===== config.mk =====
export PLATFORM = sky130hd
export DESIGN_NAME = refsw_ctrl
export DESIGN_NICKNAME = d
export VERILOG_FILES = /design/src/rtl/refsw_pkg.sv /design/src/rtl/refsw_arbiter.sv /design/src/rtl/refsw_thresh.sv /design/src/rtl/refsw_decide.sv /design/src/rtl/refsw_ctrl.sv
export SDC_FILE = /design/constraint.sdc
export NUM_CORES = 1
export LEC_CHECK = 0
export BUFFER_PORTS_ARGS = -buffer_cell sky130_fd_sc_hd__buf_2
export CAP_MARGIN = 40
export CORE_MARGIN = 4
export CORE_UTILIZATION = 40
export CTS_CLUSTER_SIZE = 28
export DETAILED_ROUTE_END_ITERATION = 10
export PLACE_DENSITY = 0.72
export SLEW_MARGIN = 20
export SYNTH_ARGS = -nofsm -noshare
export SYNTH_HDL_FRONTEND = slang
export SYNTH_HIERARCHICAL = 1
export SYNTH_SLANG_ARGS = --single-unit

===== constraint.sdc =====
create_clock -name clk -period 4.2 [get_ports clk]
set_clock_uncertainty 0.1 [all_clocks]
set_input_delay 0.42 -clock clk [delete_from_list [all_inputs] [get_ports clk]]
set_output_delay 0.42 -clock clk [all_outputs]
set_load 0.02 [all_outputs]

===== src/rtl/refsw_pkg.sv =====
package refsw_pkg;

  typedef enum logic [1:0] {
    EV_NONE     = 2'd0,
    EV_ACQUIRE  = 2'd1,
    EV_FAILOVER = 2'd2,
    EV_PREEMPT  = 2'd3
  } refsw_ev_e;

endpackage


===== src/rtl/refsw_arbiter.sv =====
module refsw_arbiter #(
  parameter int NUM_REF = 4,
  parameter int PRIO_W  = 2,
  localparam int IDX_W  = (NUM_REF > 1) ? $clog2(NUM_REF) : 1
) (
  input  logic [NUM_REF-1:0]        elig,
  input  logic [NUM_REF*PRIO_W-1:0] prio,
  output logic                      found,
  output logic [IDX_W-1:0]          best_idx,
  output logic [PRIO_W-1:0]         best_prio
);

  logic              hit   [NUM_REF+1];
  logic [IDX_W-1:0]  idx_c [NUM_REF+1];
  logic [PRIO_W-1:0] pr_c  [NUM_REF+1];

  assign hit[0]   = 1'b0;
  assign idx_c[0] = '0;
  assign pr_c[0]  = '0;

  // Linear chain: a later entry wins only with a strictly smaller value,
  // so ties keep the lower index.
  for (genvar i = 0; i < NUM_REF; i++) begin : g_stage
    logic take;
    assign take = elig[i] &&
                  (!hit[i] || (prio[i*PRIO_W +: PRIO_W] < pr_c[i]));
    assign hit[i+1]   = hit[i] | elig[i];
    assign idx_c[i+1] = take ? IDX_W'(i) : idx_c[i];
    assign pr_c[i+1]  = take ? prio[i*PRIO_W +: PRIO_W] : pr_c[i];
  end

  assign found     = hit[NUM_REF];
  assign best_idx  = idx_c[NUM_REF];
  assign best_prio = pr_c[NUM_REF];

endmodule


===== src/rtl/refsw_thresh.sv =====
module refsw_thresh #(
  parameter int PRIO_W = 2
) (
  input  logic              clk,
  input  logic              rst_n,
  input  logic              load,
  input  logic [PRIO_W-1:0] din,
  output logic [PRIO_W-1:0] thr_q
);

  logic [PRIO_W-1:0] thr_d;

  always_comb begin
    thr_d = thr_q;
    if (load) thr_d = din;
  end

  always_ff @(posedge clk or negedge rst_n) begin
    if (!rst_n) thr_q <= '0;
    else        thr_q <= thr_d;
  end

endmodule


===== src/rtl/refsw_decide.sv =====
module refsw_decide
  import refsw_pkg::*;
#(
  parameter int PRIO_W = 2
) (
  input  logic              act_vld,
  input  logic              act_ok,
  input  logic [PRIO_W-1:0] eff_prio,
  input  logic              cand_found,
  input  logic [PRIO_W-1:0] cand_prio,
  output logic              take,
  output refsw_ev_e         ev
);

  always_comb begin
    if (act_ok) take = cand_found && (cand_prio < eff_prio);
    else        take = cand_found;

    if (!take)         ev = EV_NONE;
    else if (!act_vld) ev = EV_ACQUIRE;
    else if (!act_ok)  ev = EV_FAILOVER;
    else               ev = EV_PREEMPT;
  end

endmodule


===== src/rtl/refsw_ctrl.sv =====
module refsw_ctrl
  import refsw_pkg::*;
#(
  parameter int NUM_REF = 4,
  parameter int PRIO_W  = 2,
  localparam int IDX_W  = (NUM_REF > 1) ? $clog2(NUM_REF) : 1
) (
  input  logic                      clk,
  input  logic                      rst_n,
  input  logic [NUM_REF-1:0]        ref_valid,
  input  logic [NUM_REF*PRIO_W-1:0] sel_prio,
  input  logic [NUM_REF*PRIO_W-1:0] promo_prio,
  input  logic                      thr_load,
  input  logic [PRIO_W-1:0]         thr_value,
  output logic [IDX_W-1:0]          active_idx,
  output logic                      holdover,
  output logic                      switch_pulse,
  output logic                      buildout
);

  logic [IDX_W-1:0]   idx_q, idx_d;
  logic               vld_q, vld_d;
  logic               pulse_q, pulse_d;
  logic               bo_q, bo_d;
  logic [PRIO_W-1:0]  thr_q;

  logic               act_ok;
  logic [PRIO_W-1:0]  eff_prio;
  logic [NUM_REF-1:0] act_mask;
  logic [NUM_REF-1:0] elig;
  logic               cand_found;
  logic [IDX_W-1:0]   cand_idx;
  logic [PRIO_W-1:0]  cand_prio;
  logic               take;
  refsw_ev_e          ev;

  refsw_thresh #(.PRIO_W(PRIO_W)) u_thr (
    .clk   (clk),
    .rst_n (rst_n),
    .load  (thr_load),
    .din   (thr_value),
    .thr_q (thr_q)
  );

  for (genvar i = 0; i < NUM_REF; i++) begin : g_mask
    assign act_mask[i] = vld_q && (idx_q == IDX_W'(i));
  end

  assign act_ok   = |(act_mask & ref_valid);
  assign eff_prio = promo_prio[idx_q*PRIO_W +: PRIO_W];
  assign elig     = ref_valid & ~act_mask;

  refsw_arbiter #(.NUM_REF(NUM_REF), .PRIO_W(PRIO_W)) u_arb (
    .elig      (elig),
    .prio      (sel_prio),
    .found     (cand_found),
    .best_idx  (cand_idx),
    .best_prio (cand_prio)
  );

  refsw_decide #(.PRIO_W(PRIO_W)) u_dec (
    .act_vld    (vld_q),
    .act_ok     (act_ok),
    .eff_prio   (eff_prio),
    .cand_found (cand_found),
    .cand_prio  (cand_prio),
    .take       (take),
    .ev         (ev)
  );

  always_comb begin
    idx_d   = idx_q;
    vld_d   = act_ok;
    pulse_d = 1'b0;
    bo_d    = 1'b0;
    if (ev != EV_NONE) begin
      idx_d   = cand_idx;
      vld_d   = 1'b1;
      pulse_d = 1'b1;
      bo_d    = !(cand_prio < thr_q);
    end
  end

  always_ff @(posedge clk or negedge rst_n) begin
    if (!rst_n) begin
      idx_q   <= '0;
      vld_q   <= 1'b0;
      pulse_q <= 1'b0;
      bo_q    <= 1'b0;
    end else begin
      idx_q   <= idx_d;
      vld_q   <= vld_d;
      pulse_q <= pulse_d;
      bo_q    <= bo_d;
    end
  end

  assign active_idx   = idx_q;
  assign holdover     = !vld_q;
  assign switch_pulse = pulse_q;
  assign buildout     = bo_q;

endmodule


Yosys cells after proc, flatten, opt, wreduce, memory -nomap -nowiden
Cells that the tools add are included.
{"block": "totals", "register_bits": 7, "input_bits": 25, "output_inout_bits": 5, "wordCells": 53}
{"block": "classes", "n_lt_le_gt_ge": 5, "eq_ne": 3, "shifts": 1, "mux": 14, "n_bitwise": 6, "n_reduce_logical": 19}
{"op": "2-to-1 mux 2 bit", "n": 8}
{"op": "< comparator 2 bit", "n": 5}
{"op": "bitwise AND 4 bit", "n": 2}
{"op": "logical AND 1 bit", "n": 8}
{"op": "indexed part select 8 x 4 -> 2 bit", "n": 1}
{"op": "2-to-1 mux 1 bit", "n": 6}
{"op": "zero test 1 bit", "n": 5}
{"op": "== test 2 bit, second input constant", "n": 2}
{"op": "NOT 4 bit", "n": 1}
{"op": "OR reduction 4 bit", "n": 1}
{"op": "logical OR 1 bit", "n": 3}
{"op": "OR 1 bit", "n": 3}
{"op": "== test 2 x 1 -> 1 bit, second input constant", "n": 1}
{"op": "zero test 2 bit", "n": 1}
{"op": "nonzero test 2 bit", "n": 1}

Depth between registers and ports, before layout
{"block": "depth", "depth_word": 23, "mapped_depth": 22, "mapped_depth_nobuf": 21}

Modules after synthesis
Netlist, hierarchy kept.
{"module": "refsw_arbiter", "instances": 1, "cells_each": 62, "area_each_um2": 407.9, "seq_area_each_um2": 0.0}
{"module": "refsw_ctrl", "instances": 1, "cells_each": 30, "area_each_um2": 330.3, "seq_area_each_um2": 125.1}
{"module": "refsw_thresh", "instances": 1, "cells_each": 4, "area_each_um2": 72.6, "seq_area_each_um2": 50.0}
{"module": "refsw_decide", "instances": 1, "cells_each": 9, "area_each_um2": 66.3, "seq_area_each_um2": 0.0}

Worst setup path after synthesis
OpenSTA, ideal clock, no wires.
{"block": "synth_timing", "kind": "reg-to-reg", "start": "register idx_q[0], in the netlist active_idx[0]", "end": "register idx_q[0], in the netlist active_idx[0]", "setup_time_ps": 125, "t_arrival_ps": 3882, "slack_ps": 93, "stages_incl_launch_ff": 20, "path_cell_list": "dfrtp_1 nand2b_1 o21a_1 buf_2 nand2_1 ha_1 a31oi_1 or2_2 a31oi_1 inv_1 ha_1 inv_1 o21ai_0 a22oi_1 o211ai_2 ha_1 a21bo_1 a311oi_1 nor2_1 mux2_2"}
{"block": "synth_via", "elab_chain_cells": 22, "elab_cells_between_ends": 42, "cone_classes": "4 x order compare; 3 x eq/ne; 1 x shift; 11 x mux; 6 x bitwise; 17 x reduce/logical"}
{"element": "start, declared", "line": "refsw_ctrl.sv:21", "rtl": "logic [IDX_W-1:0] idx_q, idx_d;"}
{"element": "start signal, assigned", "line": "refsw_ctrl.sv:91", "rtl": "idx_q <= idx_d;"}
{"element": "zero test 2 bit (*)", "line": "refsw_ctrl.sv:46", "rtl": "assign act_mask[i] = vld_q && (idx_q == IDX_W'(i));"}
{"element": "logical AND 1 bit (*)", "line": "refsw_ctrl.sv:46"}
{"element": "NOT 4 bit (*)", "line": "refsw_ctrl.sv:51", "rtl": "assign elig = ref_valid & ~act_mask;"}
{"element": "bitwise AND 4 bit (*)", "line": "refsw_ctrl.sv:51"}
{"element": "net elig[0]", "line": "refsw_ctrl.sv:30", "rtl": "logic [NUM_REF-1:0] elig;"}
{"element": "2-to-1 mux 2 bit", "line": "refsw_arbiter.sv:29", "rtl": "assign pr_c[i+1] = take ? prio[i*PRIO_W +: PRIO_W] : pr_c[i];"}
{"element": "< comparator 2 bit", "line": "refsw_arbiter.sv:26", "rtl": "(!hit[i] || (prio[i*PRIO_W +: PRIO_W] < pr_c[i]));"}
{"element": "logical OR 1 bit", "line": "refsw_arbiter.sv:26"}
{"element": "(+9 left out)"}
{"element": "2-to-1 mux 2 bit (*)", "line": "refsw_arbiter.sv:29"}
{"element": "net cand_prio[1]", "line": "refsw_ctrl.sv:33", "rtl": "logic [PRIO_W-1:0] cand_prio;"}
{"element": "< comparator 2 bit (*)", "line": "refsw_decide.sv:16", "rtl": "if (act_ok) take = cand_found && (cand_prio < eff_prio);"}
{"element": "logical AND 1 bit (*)", "line": "refsw_decide.sv:16"}
{"element": "2-to-1 mux 1 bit (*)", "line": "refsw_decide.sv:16"}
{"element": "2-to-1 mux 2 bit (*)", "line": "refsw_decide.sv:19", "rtl": "if (!take) ev = EV_NONE;"}
{"element": "net ev[1]", "line": "refsw_ctrl.sv:35", "rtl": "refsw_ev_e ev;"}
{"element": "nonzero test 2 bit (*)", "line": "refsw_ctrl.sv:76", "rtl": "if (ev != EV_NONE) begin"}
The timed path passes the listed nets; every way through them passes the cells marked *.
A chain may end at the register's enable or synchronous reset.

Worst setup path after layout
{"block": "layout_timing", "start": "register vld_q", "end": "register idx_q[0], in the netlist active_idx[0]"}
{"block": "layout_via", "elab_chain_cells": 21, "elab_cells_between_ends": 37, "cone_classes": "4 x order compare; 11 x mux; 6 x bitwise; 16 x reduce/logical"}
{"element": "start, declared", "line": "refsw_ctrl.sv:22", "rtl": "logic vld_q, vld_d;"}
{"element": "start signal, assigned", "line": "refsw_ctrl.sv:92", "rtl": "vld_q <= vld_d;"}
{"element": "logical AND 1 bit (*)", "line": "refsw_ctrl.sv:46"}
{"element": "NOT 4 bit (*)", "line": "refsw_ctrl.sv:51"}
{"element": "bitwise AND 4 bit (*)", "line": "refsw_ctrl.sv:51"}
{"element": "net elig[0]", "line": "refsw_ctrl.sv:30"}
{"element": "2-to-1 mux 2 bit", "line": "refsw_arbiter.sv:29"}
{"element": "< comparator 2 bit", "line": "refsw_arbiter.sv:26"}
{"element": "logical OR 1 bit", "line": "refsw_arbiter.sv:26"}
{"element": "logical AND 1 bit", "line": "refsw_arbiter.sv:25", "rtl": "assign take = elig[i] &&"}
{"element": "(+8 left out)"}
{"element": "2-to-1 mux 2 bit (*)", "line": "refsw_arbiter.sv:29"}
{"element": "net cand_prio[1]", "line": "refsw_ctrl.sv:33"}
{"element": "< comparator 2 bit (*)", "line": "refsw_decide.sv:16"}
{"element": "logical AND 1 bit (*)", "line": "refsw_decide.sv:16"}
{"element": "2-to-1 mux 1 bit (*)", "line": "refsw_decide.sv:16"}
{"element": "2-to-1 mux 2 bit (*)", "line": "refsw_decide.sv:19"}
{"element": "net ev[1]", "line": "refsw_ctrl.sv:35"}
{"element": "nonzero test 2 bit (*)", "line": "refsw_ctrl.sv:76"}
Marks and branches as above.

==> results.md <==
- The flow ran to the end, and the final reports show no timing, DRC or antenna violations.
- The final layout net count is about 170.
- For this block, the initial DRC count from the detailed router was 19.
- The worst setup slack for register-to-register paths is 0.18 ns.
- The core footprint is 2020 um^2.
- The x dimension of the die is 54.7 um.
- The total power divided by cell area is a little over 600 nW/um^2.
- The worst register-to-register path has a depth of 18.
- The worst-case clock buffer depth is 2.
- The routability congestion estimate from global placement is 0.918.
- The final instance count without filler cells is 168.
- The path class of the lowest-slack min-delay path is in2reg.
- The via count of the first global-routing pass is between 800 and 900.
- During placement, the flow inserted port buffers numbering 29.
- For this design the static power due to leakage is 0.555 nW.
- When the netlist entered floorplanning its net count stood at 133.
- The synthesized netlist occupies a cell area of 871 um^2.
- The share of the cycle needed by the critical path after routing is 0.956.
- The endpoint kind of the worst setup timing path is a flip-flop.
- The worst min-delay path startpoint is thr_value[1].
- The transition time at the pin with the least slew margin is about 0.47 ns.
- After detailed placement, the design holds a cell count of 162.
- The detailed-route via count is ~940.
- The final wirelength is 2360 um.
- The number of pins with negative max-slew slack in the final report is 0.
- The setup path with the least slack is of type reg2reg.
- The H-tree depth reported by CTS is 1.
- The startpoint identified for the worst register-to-register timing path is vld_q$_DFF_PN0_.
- Timing analysis after detailed placement gives a worst setup slack of -0.142 ns.
- The sum of net half-perimeters after detailed placement is 1940 um.
- The wire length of the first global-routing pass is 3560 um.
- TritonCTS built the clock tree.
- Data arrives at the worst endpoint at 4.04 ns.
- The mean post-synth cell area is 8.37 um^2.
- STA puts the critical path data required time at 4.23 ns.
- The worst hold path passes through 2 cells.
- The floorplan die height is between 50 and 60 um.
- The average wire length per cell after detail routing is 14.0 um.
- The area overhead of the layout relative to synthesis is 34.8%.
- Setup violations remaining at the end of the flow were counted as 0.
- The count of endpoints failing hold in the final timing report was 0.
- Entering global routing, the biggest net connects 10 pins.
- The worst max-slew margin expressed relative to the limit is 0.685.
- Clock-pin slew was measured on the worst setup and hold paths at 0.05 ns.
- STA classifies the critical path startpoint as a flip-flop.
- For this run, the detailed router's first-pass iteration total came to 4.
- Final hold analysis gives a worst-case slack of 0.312 ns.
- The endpoint identified for the worst register-to-register timing path is active_idx[0]$_DFFE_PN0P_.
- Counting every instance in the synthesized netlist gives 104.
- Summed over all layers, the global routing overflow is 0.
- Along the worst path, the maximum fanout reaches 5.
- The starting utilization of the core area is 0.431.
- The number of remaining DRC errors is 0.
- The row count is 16.
- In this run, CTS created clock tree buffers numbering 3.
- The insertion delay of the later-clocked pin in the worst-skew pair is 0.24 ns.
- The worst path in the final design needs a cycle of 4.02 ns, including I/O delays and setup.
- The number of sinks on the clock net is 7.
- Max-cap violations in this run came to 0.
- The ratio of cells with drive above 1 in the final layout is 0.433.
- Setup slack closes at between 0.15 and 0.2 ns.
- The post-detailed-route via-to-cell ratio is ~5.6.
- The maximum VDD drop is 268 uV.
- The post-detailed-route count of antenna-violating nets is 0.
- The cell sitting at the root of the clock tree is a sky130_fd_sc_hd__clkbuf_4.
- Across every metal layer, demand over resource in global routing totals 0.161.
- The destination of the worst hold path is u_thr/thr_q[1]$_DFFE_PN0P_.
- The number of top-level design ports is 30.
- The die outline area is 2990 um^2.
- Yosys printed 6 warnings.
- The repair_antennas step left the layout with diodes totalling 0.
- The achievable clock frequency is 0.249 GHz.
- The initial antenna violation count is 0.
- For the final routed database, the setup TNS stands at 0 ns.
area by class of cell:
class	count	area, um^2
Fill cell	193	848
Tap cell	27	33.8
Clock buffer	4	26.3
Sequential cell	7	176
Multi-Input combinational cell	84	703
Timing Repair Buffer	35	193
Inverter	11	41.3
stage by stage:
stage / power (W) / instance area (um^2) / util
6_report: 0.000724 / 1170 / 0.580
5_1_grt: 0.000785 / 1170 / 0.580
4_1_cts: 0.000684 / 1120 / 0.553
3_5_place_dp: 0.000597 / 1060 / 0.526
3_3_place_gp: 0.000574 / 1060 / 0.526
2_1_floorplan: 0.000473 / 871 / -
critical path, cell delays in order (launching register included):
cell	delay, ns
sky130_fd_sc_hd__dfrtp_2	0.45
sky130_fd_sc_hd__nand2b_4	0.09
sky130_fd_sc_hd__o21a_1	0.13
sky130_fd_sc_hd__nand2_1	0.10
sky130_fd_sc_hd__ha_4	0.31
sky130_fd_sc_hd__a31oi_4	0.12
sky130_fd_sc_hd__or2_2	0.35
sky130_fd_sc_hd__a31oi_4	0.20
sky130_fd_sc_hd__inv_1	0.06
sky130_fd_sc_hd__ha_1	0.31
sky130_fd_sc_hd__o21ai_0	0.15
sky130_fd_sc_hd__a311oi_1	0.09
sky130_fd_sc_hd__mux2i_1	0.23
sky130_fd_sc_hd__o211ai_2	0.13
sky130_fd_sc_hd__ha_1	0.20
sky130_fd_sc_hd__a21bo_1	0.20
sky130_fd_sc_hd__a311oi_2	0.29
sky130_fd_sc_hd__nor2_2	0.11
sky130_fd_sc_hd__mux2_2	0.28
flip-flops by register name, indices dropped and copies added (netlist names):
signal / count
active_idx: 2
u_thr/thr_q: 2
buildout: 1
switch_pulse: 1
vld_q: 1
how the worst max path moves through the flow:
stage	start	end	slack (ns)	depth (start not counted)
global placement	vld_q$_DFF_PN0_	active_idx[0]$_DFFE_PN0P_	0.03	19
CTS	vld_q$_DFF_PN0_	active_idx[0]$_DFFE_PN0P_	0.03	18
global route	vld_q$_DFF_PN0_	active_idx[0]$_DFFE_PN0P_	-0.02	18
detailed placement	vld_q$_DFF_PN0_	active_idx[0]$_DFFE_PN0P_	-0.14	19
finish	vld_q$_DFF_PN0_	active_idx[0]$_DFFE_PN0P_	0.18	18
floorplan	active_idx[0]$_DFFE_PN0P_	active_idx[0]$_DFFE_PN0P_	0.11	19
power breakdown:
group | total [W] | internal [W] | switching, W
registers | 0.000109 | 0.0000939 | 0.0000148
logic | 0.000557 | 0.000254 | 0.000303
clock network | 0.0000585 | 0.0000361 | 0.0000224
total | 0.000724 | 0.000384 | 0.000340
placed cells by master (no fill, tap or decap), types with 3 or more instances in the layout:
master / instances
sky130_fd_sc_hd__o21a_1: 4
sky130_fd_sc_hd__nor2b_1: 3
sky130_fd_sc_hd__buf_4: 5
sky130_fd_sc_hd__nand2_1: 7
sky130_fd_sc_hd__clkbuf_4: 3
sky130_fd_sc_hd__ha_1: 3
sky130_fd_sc_hd__nand2b_1: 5
sky130_fd_sc_hd__inv_1: 11
sky130_fd_sc_hd__a21oi_1: 4
sky130_fd_sc_hd__mux2_2: 3
sky130_fd_sc_hd__mux2i_1: 3
sky130_fd_sc_hd__o21ai_0: 7
sky130_fd_sc_hd__dfrtp_1: 6
sky130_fd_sc_hd__buf_2: 29
sky130_fd_sc_hd__nor2_1: 9
layer usage:
| metal | routed length (um) | track usage | part of all wire | vias to the layer above |
|---|---|---|---|---|
| li1 | - | - | - | 456 |
| met3 | 197 | 0.0436 | 0.084 | 0 |
| met4 | 0 | 0 | 0 | 0 |
| met2 | 1160 | 0.311 | 0.49 | 38 |
| met5 | 0 | 0 | 0 | - |
| met1 | 997 | 0.183 | 0.42 | 442 |
what timing repair did:
item	CTS	global route
endpoints found under the hold margin	7	0
endpoints found under the setup margin	2	5
gates resized for setup	3	7
buffers inserted	0	1
pin swaps	0	3
hold buffers	1	0
Power figures use the tool's default switching activity.
